### src/rtl/fracn_pkg.sv
package fracn_pkg;
  localparam int unsigned FD_MIN_N     = 2;
  localparam int unsigned FD_LFSR_W    = 16;
  localparam logic [15:0] FD_LFSR_SEED = 16'hACE1;
  localparam logic [15:0] FD_LFSR_TAPS = 16'hB400;
endpackage

### src/rtl/fd_rst_sync.sv
module fd_rst_sync (
  input  logic clk,
  input  logic rst_n,
  output logic rst_sync_n
);
  logic [1:0] sync_q;
  logic [1:0] sync_d;

  always_comb sync_d = {sync_q[0], 1'b1};

  always_ff @(posedge clk or negedge rst_n) begin
    if (!rst_n) sync_q <= 2'b00;
    else        sync_q <= sync_d;
  end

  assign rst_sync_n = sync_q[1];
endmodule

### src/rtl/fd_lfsr.sv
module fd_lfsr #(
  parameter int unsigned W    = 16,
  parameter logic [W-1:0] SEED = '1,
  parameter logic [W-1:0] TAPS = '1
) (
  input  logic clk,
  input  logic rst_n,
  input  logic adv,
  output logic bit_o
);
  logic [W-1:0] state_q;
  logic [W-1:0] state_d;
  logic         fb;

  always_comb begin
    fb      = ^(state_q & TAPS);
    state_d = adv ? {state_q[W-2:0], fb} : state_q;
  end

  always_ff @(posedge clk or negedge rst_n) begin
    if (!rst_n) state_q <= SEED;
    else        state_q <= state_d;
  end

  assign bit_o = state_q[W-1];

  assert_state_live_R7: assert property (@(posedge clk) disable iff (!rst_n)
    state_q != '0);
endmodule

### src/rtl/fd_modulus_ctl.sv
module fd_modulus_ctl #(
  parameter int unsigned FW = 16
) (
  input  logic          clk,
  input  logic          rst_n,
  input  logic          boundary,
  input  logic [FW-1:0] k_in,
  input  logic          dith,
  output logic          mod_q
);
  logic [FW-1:0] acc_q;
  logic [FW-1:0] acc_d;
  logic [FW:0]   sum;
  logic          mod_d;

  always_comb begin
    sum   = {1'b0, acc_q} + {1'b0, k_in} + {{FW{1'b0}}, dith};
    acc_d = boundary ? sum[FW-1:0] : acc_q;
    mod_d = boundary ? sum[FW]     : mod_q;
  end

  always_ff @(posedge clk or negedge rst_n) begin
    if (!rst_n) begin
      acc_q <= '0;
      mod_q <= 1'b0;
    end else begin
      acc_q <= acc_d;
      mod_q <= mod_d;
    end
  end

  assert_no_carry_on_zero_step_R3: assert property (@(posedge clk) disable iff (!rst_n)
    (boundary && (k_in == '0) && !dith) |=> !mod_q);
endmodule

### src/rtl/fd_period_ctr.sv
module fd_period_ctr #(
  parameter int unsigned NW = 12
) (
  input  logic          clk,
  input  logic          rst_n,
  input  logic [NW-1:0] n_eff,
  input  logic          mod_cur,
  output logic          pulse,
  output logic          sq
);
  localparam int unsigned CW = NW + 1;
  localparam logic [CW-1:0] ONE = CW'(1);

  logic [CW-1:0] cnt_q, cnt_d;
  logic [CW-1:0] len_q;
  logic [CW-1:0] len_cur;
  logic [CW-1:0] half;
  logic          start;
  logic          last;

  always_comb begin
    start   = (cnt_q == '0);
    len_cur = start ? ({1'b0, n_eff} + {{NW{1'b0}}, mod_cur}) : len_q;
    last    = (cnt_q == (len_cur - ONE));
    half    = len_cur >> 1;
    cnt_d   = last ? '0 : (cnt_q + ONE);
  end

  always_ff @(posedge clk or negedge rst_n) begin
    if (!rst_n) begin
      cnt_q <= '0;
      len_q <= '0;
    end else begin
      cnt_q <= cnt_d;
      if (start) len_q <= len_cur;
    end
  end

  assign pulse = last;
  assign sq    = (cnt_q < half);

  assert_cnt_in_period_R2: assert property (@(posedge clk) disable iff (!rst_n)
    (cnt_q != '0) |-> (cnt_q < len_q));
  assert_pulse_not_first_R5: assert property (@(posedge clk) disable iff (!rst_n)
    pulse |-> (cnt_q != '0));
endmodule

### src/rtl/fracn_div.sv
module fracn_div
  import fracn_pkg::*;
#(
  parameter int unsigned NW         = 12,
  parameter int unsigned FW         = 16,
  parameter bit          HAS_DITHER = 1'b1
) (
  input  logic          clk,
  input  logic          rst_n,
  input  logic [NW-1:0] n_div,
  input  logic [FW-1:0] k_frac,
  input  logic          dither_en,
  output logic          div_pulse,
  output logic          div_sq,
  output logic          mod_hi
);
  localparam logic [NW-1:0] N_FLOOR = NW'(FD_MIN_N);

  logic          rst_sync_n;
  logic [NW-1:0] n_eff;
  logic          dith_bit;

  fd_rst_sync u_rst (
    .clk        (clk),
    .rst_n      (rst_n),
    .rst_sync_n (rst_sync_n)
  );

  always_comb n_eff = (n_div < N_FLOOR) ? N_FLOOR : n_div;

  generate
    if (HAS_DITHER) begin : g_dither
      logic lfsr_bit;
      fd_lfsr #(
        .W    (FD_LFSR_W),
        .SEED (FD_LFSR_SEED),
        .TAPS (FD_LFSR_TAPS)
      ) u_lfsr (
        .clk   (clk),
        .rst_n (rst_sync_n),
        .adv   (div_pulse & dither_en),
        .bit_o (lfsr_bit)
      );
      assign dith_bit = lfsr_bit & dither_en;
    end else begin : g_plain
      assign dith_bit = 1'b0;
    end
  endgenerate

  fd_modulus_ctl #(.FW(FW)) u_mod (
    .clk      (clk),
    .rst_n    (rst_sync_n),
    .boundary (div_pulse),
    .k_in     (k_frac),
    .dith     (dith_bit),
    .mod_q    (mod_hi)
  );

  fd_period_ctr #(.NW(NW)) u_ctr (
    .clk     (clk),
    .rst_n   (rst_sync_n),
    .n_eff   (n_eff),
    .mod_cur (mod_hi),
    .pulse   (div_pulse),
    .sq      (div_sq)
  );

  assert_mod_holds_R2: assert property (@(posedge clk) disable iff (!rst_sync_n)
    !div_pulse |=> $stable(mod_hi));
  assert_pulse_single_R5: assert property (@(posedge clk) disable iff (!rst_sync_n)
    div_pulse |=> !div_pulse);
  assert_sq_low_at_end_R6: assert property (@(posedge clk) disable iff (!rst_sync_n)
    div_pulse |-> !div_sq);
endmodule

### config.mk
export PLATFORM = sky130hd
export DESIGN_NAME = fracn_div
export DESIGN_NICKNAME = d
export VERILOG_FILES = /design/src/rtl/fracn_pkg.sv /design/src/rtl/fd_rst_sync.sv /design/src/rtl/fd_lfsr.sv /design/src/rtl/fd_modulus_ctl.sv /design/src/rtl/fd_period_ctr.sv /design/src/rtl/fracn_div.sv
export SDC_FILE = /design/constraint.sdc
export NUM_CORES = 1
export LEC_CHECK = 0
export BUFFER_PORTS_ARGS = -buffer_cell sky130_fd_sc_hd__clkbuf_2
export CAP_MARGIN = 20
export CORE_ASPECT_RATIO = 1.5
export CORE_UTILIZATION = 55
export CTS_BUF_LIST = sky130_fd_sc_hd__clkbuf_16
export DETAILED_ROUTE_END_ITERATION = 12
export PLACE_DENSITY = 0.74
export REMOVE_ABC_BUFFERS = 1
export SETUP_SLACK_MARGIN = 0.2
export SLEW_MARGIN = 30
export SYNTH_ARGS = -nofsm -noshare
export SYNTH_HDL_FRONTEND = slang
export SYNTH_SLANG_ARGS = --single-unit
### constraint.sdc
create_clock -name clk -period 12.65 [get_ports clk]
set_clock_uncertainty 0.2 [all_clocks]
set_input_delay 3.1625 -clock clk [delete_from_list [all_inputs] [get_ports clk]]
set_output_delay 3.1625 -clock clk [all_outputs]
set_load 0.01 [all_outputs]
==> metrics.md <==
| Metric | Value |
|---|---|
| Status | `completed` |
| Pins Over Slew Limit | `0` |
| Fraction of layout cells with a size suffix above 1 | `roughly 25%` |
| Number of enable flip-flop cells after synthesis | `0` |
| DRC violations left | `0` |
| GR Util met1 | `26.1%` |
| CP Class | `in2out` |
| Final Hold Viols | `0` |
| Area of the multi-input gates | `2610 um^2` |
| Crit-path cells | `clkbuf_2 > nor4_1 > nand3_1 > o21a_1 > ha_1 > ha_1 > mux2i_1 > ha_1 > nand3_1 > or4_4 > nor3_1 > nor3_2 > a2111oi_0 > clkbuf_2` |
| Area of the core | `between 7000 and 8000 um^2` |
| Share of synthesized flip-flops with an asynchronous set or reset | `100%` |
| Pin count of the biggest net entering global routing | `32` |
| Clk sinks | `around 60` |
| Routability cong. | `0.827` |
| Cells after synthesis | `~420` |
| R2r endpoint | `u_mod.acc_q[9]` |
| H-tree depth | `3` |
| Avg Inst Size Synth | `10.2 um^2` |
| Final setup margin | `2470 ps` |
| Post-synth cell types | `67` |
| Post-CTS setup buffer count | `0` |
| Met2 Resource Use GR | `around two fifths` |
| Met3 Resource Use GR | `4.09%` |
| Flops & latches, synth | `between 60 and 70` |
| Pre-CTS setup slack | `2440 ps` |
| Worst slew pin tran | `851 ps` |
| Slowest CP cell | `a2111oi_0` |
| Starting density of the core | `56.9%` |
| FF/Latch Area | `1540 um^2` |
| Crit path top cell by count | `ha_1` |
| Critical path's top delay family | `simple AND/OR/NAND/NOR gates` |
| CTS tree | `built` |
| Final ANT Viol Nets | `0` |
| Starting DRC count in detailed routing | `187` |
| Post-DP HPWL | `6250 um` |
| Die W | `74.5 um` |
| Critical Path Sink | `div_pulse` |
| Hold Buf Count CTS | `0` |
| Max-cap viol count | `0` |
| Worst hold slack | `103 ps` |
| DR WL/cell | `14.8 um` |
| All-Layer GR Usage | `22.2%` |
| Port-buffer cells | `33` |
| Global-route wire length before repair | `around 14,000 um` |
| Crit start category | `input port` |
| Crit path launch | `n_div[8]` |
| RSZ-0062 raised after global routing | `false` |
| Vias in the first global route | `3,158` |
| Filler Cells Inserted | `approximately 650` |
| Critical Path AT | `6820 ps` |
| Top FF cell, synth | `dfrtp_1` |
| CP Depth | `14` |
| Clock buffer count from CTS | `9` |
| Max-slew headroom | `a little over two fifths` |
| Setup TNS | `0 ps` |
| Die area | `8250 um^2` |
| Max Clock Freq | `98.3 MHz` |
| Deepest clock path buffer count | `2` |
| PD cells | `174 nW/um^2` |
| Area growth syn-to-layout | `12.0%` |
| Antenna diodes | `0` |
| Detailed Route WL | `between 8000 and 9000 um` |
| Critical path peak fanout | `6` |
| R2R setup slack | `approximately 7700 ps` |
| Buffers plus inverters on the worst setup path | `2` |
| Clk root buf | `clkbuf_16` |
| Post-synthesis sequential area ratio | `35.5%` |
| Io pins | `34` |
| Final setup viols | `0` |
| Chip height | `111 um` |
| GR peak layer | `met2` |
| Final Instance Area | `4860 um^2` |
| Synth Warn # | `0` |
| Final min period | `10,180 ps` |
| Critical path data required time | `9290 ps` |
| FF-to-FF path depth | `13` |
| Slowest cell delay on critical path | `660 ps` |
| Final #Nets | `524` |
| Final Cycle Share | `about four fifths` |
| Post-cts sizing count | `0` |
| Row cnt | `39` |
| CTS clk-pin slew, worst paths | `50 ps` |
| Setup crit end kind | `output port` |
| Worst vdd ir | `approximately 0.12 mV` |
| Vias | `3,251` |
| Initial antenna violation count | `0` |
| Overflow after GRT | `0` |
| 1st-pass router iterations | `5` |
| Reg-to-reg startpoint | `u_ctr.cnt_q[0]` |
| Leak pwr | `between 2 and 2.5 nW` |
| Clock latency on the worst-skew pair | `330 ps` |
| Worst hold path class | `reg2async` |
| Synth Cell Area | `around 4300 um^2` |
| DP Area | `4570 um^2` |
| Vias/cell | `5.72` |
## state kept, by name, indices dropped and copies added (netlist names)
register,count
g_dither.u_lfsr.state_q,16
u_ctr.cnt_q,13
u_mod.acc_q,16
u_rst.sync_q,2
u_ctr.len_q,13
u_mod.mod_q,1
## logic make-up after synthesis
logic type / Yosys count / share of synthesized area (%)
buffers and inverters: 38 / 4.27
DFF: 61 / 35.5
xor gates and xnor gates: 40 / 8.08
and+or+nand+nor: 138 / 19.0
other: 1 / 0.0865
AOI/OAI and AO/OA: 74 / 12.9
adders and majority gates: 33 / 9.82
muxes: 38 / 10.3
## routing by layer
| layer | part of all wire (%) | up-vias |
|---|---|---|
| met5 | 0 | - |
| met2 | 53 | 45 |
| met4 | 2.2 | 0 |
| met1 | 43 | 1587 |
| met3 | 2.6 | 14 |
| li1 | - | 1605 |
## cell type report
type | instances | share of cell area [%]
Timing Repair Buffer | 35 | 3.71
Clock inverter | 7 | 1.24
Multi-Input combinational cell | 324 | 53.8
Clock buffer | 9 | 4.64
Tap cell | 102 | 2.63
Inverter | 30 | 2.32
Sequential cell | 61 | 31.7
## synthesized netlist by cell type (all sizes together), types with 3 or more instances
cell | count | area (um^2)
xor2 | 14 | 123
xnor2 | 26 | 228
a21o | 5 | 37.5
or4 | 3 | 26.3
nor4 | 8 | 80.1
o211ai | 5 | 37.5
o21ai | 16 | 87.6
and3 | 12 | 76.3
dfstp | 8 | 210
a21oi | 12 | 60.1
nand3 | 18 | 100
ha | 30 | 375
o31ai | 4 | 40.0
nor2 | 32 | 120
inv | 30 | 113
a31oi | 10 | 75.1
dfrtp | 53 | 1330
o21a | 6 | 45.0
and2 | 5 | 31.3
nand4 | 6 | 43.8
nor3 | 18 | 106
or3 | 4 | 25.0
nand2 | 15 | 63.8
mux2 | 30 | 368
a211oi | 5 | 42.5
a2111oi | 3 | 63.8
mux2i | 8 | 80.1
buf | 6 | 63.8
nor2b | 3 | 18.8
## cells in the final DEF (no fill, tap or decap), drive strengths merged, types with 16 or more instances in the layout
master,count
dfrtp,53
clkbuf,42
nor2,32
inv,32
ha,30
mux2,30
xnor2,26
nand3,18
nor3,18
o21ai,16
## how the worst min path moves through the flow
stage | startpoint | endpoint | slack (ps) | cells past startpoint
after global routing | u_rst.sync_q[0] | u_rst.sync_q[1] | 160 | 0
after CTS | u_rst.sync_q[1] | u_ctr.cnt_q[1] | 130 | 0
after global placement | u_rst.sync_q[1] | u_ctr.cnt_q[1] | 120 | 0
final | u_rst.sync_q[1] | u_ctr.cnt_q[0] | 100 | 0
after detailed placement | u_rst.sync_q[1] | g_dither.u_lfsr.state_q[12] | 130 | 0
after floorplan | u_rst.sync_q[0] | u_rst.sync_q[1] | 130 | 0
## worst register-to-register path, delay by kind of cell, from the launching register on
family | cells | cell delay [ps]
muxes | 2 | 790
adders and majority gates | 2 | 460
AOI/OAI and AO/OA | 1 | 760
DFF | 1 | 460
and+or+nand+nor | 6 | 1680
buffers and inverters | 2 | 480
## report_power, final
group          leakage, nW  switching [W]  internal, W
sequential           0.755      0.0000437     0.000233
combinational         1.35       0.000186     0.000147
clock                0.148      0.0000842     0.000150
## metrics by stage
step           util [%]  total power [W]  instances
5_1_grt            63.8         0.000902        568
6_report           63.8         0.000844        568
2_1_floorplan         -         0.000533        415
3_3_place_gp       60.0         0.000595        552
3_5_place_dp       60.0         0.000607        552
4_1_cts            63.8         0.000850        568
Power figures use the tool's default switching activity.
